--- src/rtl/dxlate_pkg.sv ---
package dxlate_pkg;
  typedef enum logic [2:0] {
    FLT_NONE      = 3'd0,
    FLT_ACV       = 3'd1,
    FLT_FAULT     = 3'd2,
    FLT_MISS      = 3'd3,
    FLT_WALK_MISS = 3'd4,
    FLT_MCHK      = 3'd5
  } xlt_fault_e;

  localparam int FLAG_W   = 6;
  localparam int FB_WR    = 0;
  localparam int FB_ACV   = 1;
  localparam int FB_FONR  = 2;
  localparam int FB_FONW  = 3;
  localparam int FB_MISS  = 4;
  localparam int FB_BADVA = 5;
endpackage

--- src/rtl/dxlate_perm.sv ---
module dxlate_perm
  import dxlate_pkg::*;
#(
  parameter int NMODE  = 4,
  parameter int MODE_W = $clog2(NMODE)
) (
  input  logic [MODE_W-1:0] mode,
  input  logic              write,
  input  logic [NMODE-1:0]  rd_en,
  input  logic [NMODE-1:0]  wr_en,
  input  logic              fonr,
  input  logic              fonw,
  output xlt_fault_e        fault,
  output logic [FLAG_W-1:0] flags
);
  logic [NMODE-1:0] sel;
  logic allowed, fon;

  for (genvar m = 0; m < NMODE; m++) begin : g_sel
    assign sel[m] = (mode == MODE_W'(m));
  end

  assign allowed = write ? |(sel & wr_en) : |(sel & rd_en);
  assign fon     = write ? fonw : fonr;

  always_comb begin
    flags = '0;
    flags[FB_WR] = write;
    if (!allowed) begin
      fault = write ? FLT_FAULT : FLT_ACV;
      flags[FB_ACV] = 1'b1;
      if (fon) flags[write ? FB_FONW : FB_FONR] = 1'b1;
    end else if (fon) begin
      fault = FLT_FAULT;
      flags[write ? FB_FONW : FB_FONR] = 1'b1;
    end else begin
      fault = FLT_NONE;
    end
  end
endmodule

--- config.mk ---
export PLATFORM = sky130hd
export DESIGN_NAME = dxlate_perm
export DESIGN_NICKNAME = d
export VERILOG_FILES = /design/src/rtl/dxlate_pkg.sv /design/src/rtl/dxlate_perm.sv
export SDC_FILE = /design/constraint.sdc
export NUM_CORES = 1
export LEC_CHECK = 0
export BUFFER_PORTS_ARGS = -buffer_cell sky130_fd_sc_hd__buf_2
export CAP_MARGIN = 5
export CORE_AREA = 2 2 39 41
export DETAILED_ROUTE_END_ITERATION = 8
export DIE_AREA = 0 0 41 43
export PLACE_DENSITY = 0.39
export SETUP_SLACK_MARGIN = 0.5
export SYNTH_ARGS = -nofsm -noshare
export SYNTH_HDL_FRONTEND = slang
export SYNTH_SLANG_ARGS = --single-unit
--- constraint.sdc ---
create_clock -name vclk -period 1.2
set_input_delay 0.06 -clock vclk [all_inputs]
set_output_delay 0.06 -clock vclk [all_outputs]
set_load 0.03 [all_outputs]
==> results.py, run 1 <==
metrics = {
    "floorplan": {
        "die_area_um2": 1760,
        "initial_core_util_pct": 11.7,
        "io_pins": 22,
        "rows": 14,
        "core_um2": 1380,
        "die_h_um": 43,
        "die_x_um": 41,
    },
    "finish": {
        "fin_nets": 53,
        "clkbuf_count": 0,
        "layoutNonFillerInstCount": 54,
        "num_antenna_cells": 0,
        "stdcell_area_um2": 342,
        "area_growth_pct": 112,
        "final_util_pct": 24.7,
        "drive_above_1_share_pct": 73.7,
        "fillerInstances": 146,
        "final-seq-area_um2": 0,
        "seq_cell_count": 0,
    },
    "synthesis": {
        "synthTopCellsByCount": "4 x buf_4, 4 x mux2i_1, 2 x inv_1",
        "syn_inst": 22,
        "ys_warn_count": 0,
        "yosysSeqAreaShare_pct": 0,
        "yosys.area.top_type": "mux2i_1",
        "synth_cell_types": 15,
        "syn_area_um2": 161,
        "avgSynthCellArea_um2": 7.34,
        "yosys-top-cells-area": "mux2i_1 25%, buf_4 19%, buf_6 7.0%",
        "synth_top_area_share_pct": 24.8,
    },
    "timing": {
        "rsz0062_at_grt": "true",
        "slew_viol_final": 0,
        "tns_ns": 0,
        "fin_crit_sh_pct": 84.0,
        "setup_viol_count_final": 0,
        "fmax_ghz": 0.992,
        "hold_viol": 0,
        "min_period_ns": 1.01,
    },
    "global_routing": {
        "overflow": 0,
        "grt_first_pass_wirelength_um": 724,
        "grt_max_degree": 7,
        "first_global_vias": 188,
        "antenna_found_initial": 0,
        "track_usage_pct": 5.49,
    },
    "setup_path": {
        "cp.required_ns": 1.14,
        "crit_slowest_cell": "mux2_4",
        "arrival_ns": 0.95,
        "critical_path.cell_chain": "buf_12, mux2i_4, mux2_4, a21o_4, buf_6",
        "max_stage_delay_ns": 0.26,
        "critical_path.max_fanout": 4,
        "cp-end-kind": "output port",
        "crit_type": "primary input to output port",
        "worst_setup_path_start_kind": "primary input",
    },
    "route": {
        "vias_per_cell": 3.72,
        "routedWlPerCell_um": 9.04,
        "drt_drc_violations_left": 0,
        "dr.pass1.iters": 4,
        "wirelength_um": 488,
        "ant_nets": 0,
        "drtIter0Drc": 1,
        "num_vias": 201,
    },
    "power": {
        "p_leak_nw": 0.174,
        "ir_drop_mv": 0.243,
        "total_power_w": 0.000175,
        "powerDensity_nw_per_um2": 513,
    },
    "placement": {
        "gp_congestion": 0.639,
        "dp_hpwl_um": 405,
        "dpl_cell_area_um2": 278,
        "io_buffers": 19,
        "post-place-cells": 54,
    },
    "clock_network": {
        "post_cts.repair.setup_buffers": 0,
        "ctsHoldBuffers": 0,
    },
    "job": {
        "maxCapViolCount": 0,
    },
    "status": {
        "status": "completed",
    },
    "min_path": {
        "hold_path.class": "primary input to output port",
    },
}
-- path summary, 6_finish.rpt --
path	end	slack (ns)	start	cells past startpoint
max	flags[1]	0.19	mode[0]	5
min	flags[0]	0.44	write	2
-- timing repair --
action                     in CTS  in global routing
pin swaps                       1                  0
resized for setup              15                  3
setup endpoints to repair       4                  4
-- report_power, final --
group / switching, W / internal (W) / leakage [nW]
clock: 0 / 0 / 0
combinational: 0.0000916 / 0.0000836 / 0.174
sequential: 0 / 0 / 0
-- area by class of cell --
class	instances	area [um2]	share of cell area, %
multi-input combinational	17	183	53.5
timing repair buffer	19	131	38.5
inverter	2	7.51	2.20
tap	16	20.0	5.86
-- worst max-delay path, delay by kind of cell --
| family | cells | cell delay (ns) |
|---|---|---|
| mux | 2 | 0.44 |
| buf+inv | 2 | 0.24 |
| compound gates | 1 | 0.20 |
-- cell usage in the layout (no fill, tap or decap), types with 2 or more instances in the layout --
master | synthesis | routed
mux2i_1 | 4 | 2
conb_1 | 1 | 3
buf_6 | 1 | 3
buf_2 | 0 | 14
-- per-layer routing --
| layer | track usage (%) | routed length, um | vias to the layer above |
|---|---|---|---|
| li1 | - | - | 102 |
| met4 | 0 | 0 | 0 |
| met2 | 7.81 | 168 | 19 |
| met1 | 9.18 | 233 | 80 |
| met3 | 0.524 | 86 | 0 |
| met5 | 0 | 0 | - |
-- cells by family after synthesis --
kind of cell | share of synthesized area (%)
and+or+nand+nor | 20.2
muxes | 31.8
buffers and inverters | 30.2
AOI/OAI and AO/OA | 15.5
other | 2.32
-- stage by stage --
stage / hold slack [ns] / worst slack [ns]
after floorplan: 0.252 / 0.301
after global placement: 0.433 / 0.0690
after detailed placement: 0.434 / 0.0420
after CTS: 0.442 / 0.190
after global routing: 0.452 / 0.175
final: 0.440 / 0.192
(Power assumes the default switching activity.)
==> inputs of run 2 (changes only) <==
- clock period: 1.2 -> 0.94 ns (I/O delays scaled with it)
==> run 2 against run 1 <==
  * The run now ends with setup timing left
  * Cell area up 23%
  * Critical path depth unchanged
  * First-iteration DRC count is 100% lower
  * Combinational power rose by 51%
  * Core utilization increased by 5.8 points
  * Flip-flop and latch count unchanged
  * Via count up 8.5%
  * Count of clock-buffer cells in the layout unchanged
  * Cell count rose by 5.6%
  * Setup slack got worse by 0.23 ns
  * Wire length up 20%
  * Global-route usage increased by 1.4 points
==> results.py, run 2 (synthesis gave the netlist of run 1 again) <==
metrics = {
    "timing": {
        "slew_viol_final": 0,
        "fmax_ghz": 1.02,
        "fin_ws_ns": -0.0429,
        "tns_ns": -0.0429,
        "rsz0062_at_grt": "true",
        "setup_viol_count_final": 1,
        "hold_ws_ns": 0.417,
        "min_period_ns": 0.983,
        "hold_viol": 0,
        "fin_crit_sh_pct": 105,
    },
    "finish": {
        "final_cell_mix": "11 x buf_2, 7 x buf_6, 3 x conb_1",
        "final-seq-area_um2": 0,
        "layoutNonFillerInstCount": 57,
        "clkbuf_count": 0,
        "num_antenna_cells": 0,
        "area_growth_pct": 161,
        "seq_cell_count": 0,
        "stdcell_area_um2": 422,
        "fin_nets": 56,
        "drive_above_1_share_pct": 80.5,
        "final_common_cell": "buf_2",
    },
    "floorplan": {
        "die_area_um2": 1760,
        "core_um2": 1380,
        "rows": 14,
        "die_h_um": 43,
        "io_pins": 22,
        "die_x_um": 41,
        "initial_core_util_pct": 11.7,
    },
    "power": {
        "switching_share_pct": 48.3,
        "total_power_w": 0.000264,
        "p_int_w": 0.000137,
        "comb_power_share_pct": 100.0,
        "seqPwrFrac_pct": 0,
        "powerDensity_nw_per_um2": 627,
        "p_leak_nw": 0.208,
        "ir_drop_mv": 0.217,
        "p_switching_w": 0.000128,
        "clkPwrFrac_pct": 0,
    },
    "global_routing": {
        "overflow": 0,
        "track_usage_pct": 6.89,
        "grt_max_degree": 6,
        "first_global_vias": 220,
        "grt_first_pass_wirelength_um": 890,
        "antenna_found_initial": 0,
    },
    "clock_network": {
        "ctsHoldBuffers": 0,
    },
    "job": {
        "maxCapViolCount": 0,
    },
    "route": {
        "drt_drc_violations_left": 0,
        "ant_nets": 0,
        "drtIter0Drc": 0,
        "dr.pass1.iters": 1,
        "num_vias": 218,
        "vias_per_cell": 3.82,
        "wirelength_um": 585,
        "routedWlPerCell_um": 10.3,
    },
    "placement": {
        "io_buffers": 19,
        "post-place-cells": 54,
        "dp_hpwl_um": 402,
        "dpl_cell_area_um2": 278,
        "gp_congestion": 0.640,
    },
    "status": {
        "status": "finished, violations left",
        "violations": "setup timing",
    },
    "setup_path": {
        "arrival_ns": 0.94,
        "cp.required_ns": 0.89,
        "crit_slowest_cell": "mux2_4",
        "critical_path.cell_chain": "buf_12, mux2i_4, mux2_4, a21o_4, buf_6",
        "worst_setup_path_start_kind": "primary input",
        "cp-end-kind": "output port",
        "max_stage_delay_ns": 0.27,
        "crit_type": "primary input to output port",
        "critical_path.max_fanout": 4,
    },
    "min_path": {
        "hold_path.class": "primary input to output port",
        "hold_depth": 4,
        "whs_endpoint": "flags[2]",
        "hp-start": "fonr",
    },
}
[run 2: worst max path at each step]
stage	to	cells after the start	start
CTS	flags[1]	5	mode[0]
global placement	fault[1]	5	mode[0]
floorplan	fault[1]	4	mode[0]
detailed placement	fault[1]	5	mode[0]
finish	flags[1]	5	mode[0]
global route	flags[1]	5	mode[0]
[run 2: per-layer routing]
layer / vias up / GRT usage (%) / wire length (um)
met2: 19 / 12.2 / 268
met1: 92 / 9.49 / 220
met3: 0 / 0 / 96
met4: 0 / 0 / 0
li1: 107 / - / -
met5: - / 0 / 0
[run 2: timing repair]
action	in CTS	in global routing
resized for setup	33	3
cloned	0	0
pin swaps	3	1
buffers inserted	2	1
setup endpoints to repair	6	6
[run 2: power by group through the flow]
stage	Sequential, W	Combinational, W	Clock (W)
6_report	0	0.000264	0
5_1_grt	0	0.000280	0
4_1_cts	0	0.000253	0
3_5_place_dp	0	0.000179	0
3_3_place_gp	0	0.000179	0
2_1_floorplan	0	0.000143	0
[run 2: layout make-up]
class	instances	area, um2
tap	16	20.0
inverter	2	15.0
fill	152	962
multi-input combinational	17	190
timing repair buffer	22	196
[run 2: per-stage QoR]
| step | setup slack, ns | util (%) |
|---|---|---|
| floorplan | 0.0674 | - |
| global placement | -0.171 | 20.1 |
| detailed placement | -0.170 | 20.1 |
| CTS | -0.0394 | 29.0 |
| global route | -0.0658 | 30.5 |
| finish | -0.0429 | 30.5 |
[run 2: worst max-delay path, delay by kind of cell]
kind	cells	cell delay, ns
buffers and inverters	2	0.24
muxes	2	0.45
AOI/OAI and AO/OA	1	0.20
==> inputs of run 3 (changes only) <==
- RECOVER_POWER: unset -> 50
==> run 3 against run 2 <==
  * The flow still finishes with violations (setup timing)
  * Non-clock buffer count unchanged
  * Critical path depth is the same
  * Core utilization shrank 1.1 points
  * Setup slack better by 0.0015 ns
  * Count of clock-buffer cells in the layout is the same
  * Global-route usage unchanged
  * Sequential share of layout area unchanged
  * Die area stayed put
  * Critical path type unchanged
  * Largest power group unchanged
==> results.py, run 3 (synthesis gave the netlist of run 1 again) <==
metrics = {
    "status": {
        "status": "finished, violations left",
        "violations": "setup timing",
    },
    "floorplan": {
        "die_x_um": 41,
        "initial_core_util_pct": 11.7,
        "die_h_um": 43,
        "rows": 14,
        "core_um2": 1380,
        "die_area_um2": 1760,
        "io_pins": 22,
    },
    "setup_path": {
        "cp.required_ns": 0.89,
        "crit_type": "primary input to output port",
        "arrival_ns": 0.93,
        "worst_setup_path_start_kind": "primary input",
        "cp-end-kind": "output port",
        "critical_path.max_fanout": 4,
    },
    "finish": {
        "drive_above_1_share_pct": 75.6,
        "layoutNonFillerInstCount": 57,
        "seq_cell_count": 0,
        "clkbuf_count": 0,
        "final_cell_mix": "11 x buf_2, 5 x buf_6, 3 x conb_1",
        "num_antenna_cells": 0,
        "area_growth_pct": 152,
        "fin_nets": 56,
        "final-seq-area_um2": 0,
        "final_common_cell": "buf_2",
    },
    "timing": {
        "rsz0062_at_grt": "true",
        "hold_ws_ns": 0.417,
        "fmax_ghz": 1.02,
        "setup_viol_count_final": 1,
        "fin_crit_sh_pct": 104,
        "tns_ns": -0.0414,
        "fin_ws_ns": -0.0414,
        "hold_viol": 0,
        "slew_viol_final": 0,
        "min_period_ns": 0.981,
    },
    "min_path": {
        "hold_path.class": "primary input to output port",
    },
    "placement": {
        "post-place-cells": 54,
        "io_buffers": 19,
        "dp_hpwl_um": 402,
        "post-place-ws_ns": -0.170,
        "gp_congestion": 0.640,
    },
    "power": {
        "powerDensity_nw_per_um2": 630,
        "total_power_w": 0.000256,
        "p_leak_nw": 0.199,
        "ir_drop_mv": 0.213,
    },
    "job": {
        "maxCapViolCount": 0,
    },
    "global_routing": {
        "first_global_vias": 220,
        "track_usage_pct": 6.89,
        "overflow": 0,
        "antenna_found_initial": 0,
        "grt_first_pass_wirelength_um": 890,
        "grt_max_degree": 6,
    },
    "route": {
        "num_vias": 220,
        "wirelength_um": 580,
        "ant_nets": 0,
        "dr.pass1.iters": 1,
        "drtIter0Drc": 0,
        "vias_per_cell": 3.86,
        "drt_drc_violations_left": 0,
        "routedWlPerCell_um": 10.2,
    },
    "clock_network": {
        "ctsHoldBuffers": 0,
    },
}
==> run 3: cell types whose count changed in the layout (fill, tap and decap cells not counted) <==
| cell | change |
|---|---|
| clkbuf_1 | +2 |
| buf_6 | -2 |
==> run 3: timing repair <==
| item | in CTS | in global routing |
|---|---|---|
| pin swaps | 3 | 1 |
| gates resized for setup | 33 | 3 |
| setup buffers | 2 | 1 |
| setup endpoints to repair | 6 | 6 |
==> run 3: final timing paths <==
check                    from  endpoint  slack, ns  cells after the start
worst max-delay path  mode[0]  flags[1]      -0.04                      5
worst min-delay path     fonr  flags[2]       0.42                      4
==> run 3: where the power goes <==
part	switching (W)	total, W	internal (W)
Clock	0	0	0
Sequential	0	0	0
Combinational	0.000126	0.000256	0.000130
==> run 3: critical path: stages <==
cell,delay [ns]
buf_12,0.11
mux2i_4,0.18
mux2_4,0.27
a21o_4,0.20
buf_6,0.13
==> run 3: per-layer routing <==
| metal | GRT usage, % | vias up | part of all wire, % |
|---|---|---|---|
| li1 | - | 107 | - |
| met1 | 9.49 | 94 | 38 |
| met2 | 12.2 | 19 | 46 |
| met3 | 0 | 0 | 16 |
| met4 | 0 | 0 | 0 |
| met5 | 0 | - | 0 |
==> run 3: layout make-up <==
type,count,area (um2)
Timing Repair Buffer,22,181
Fill cell,156,977
Tap cell,16,20.0
Multi-Input combinational cell,17,190
Inverter,2,15.0
==> run 3: metrics by stage <==
stage	util [%]	area, um2
floorplan	-	208
global placement	20.1	278
detailed placement	20.1	278
CTS	29.0	402
global route	29.4	407
finish	29.4	407
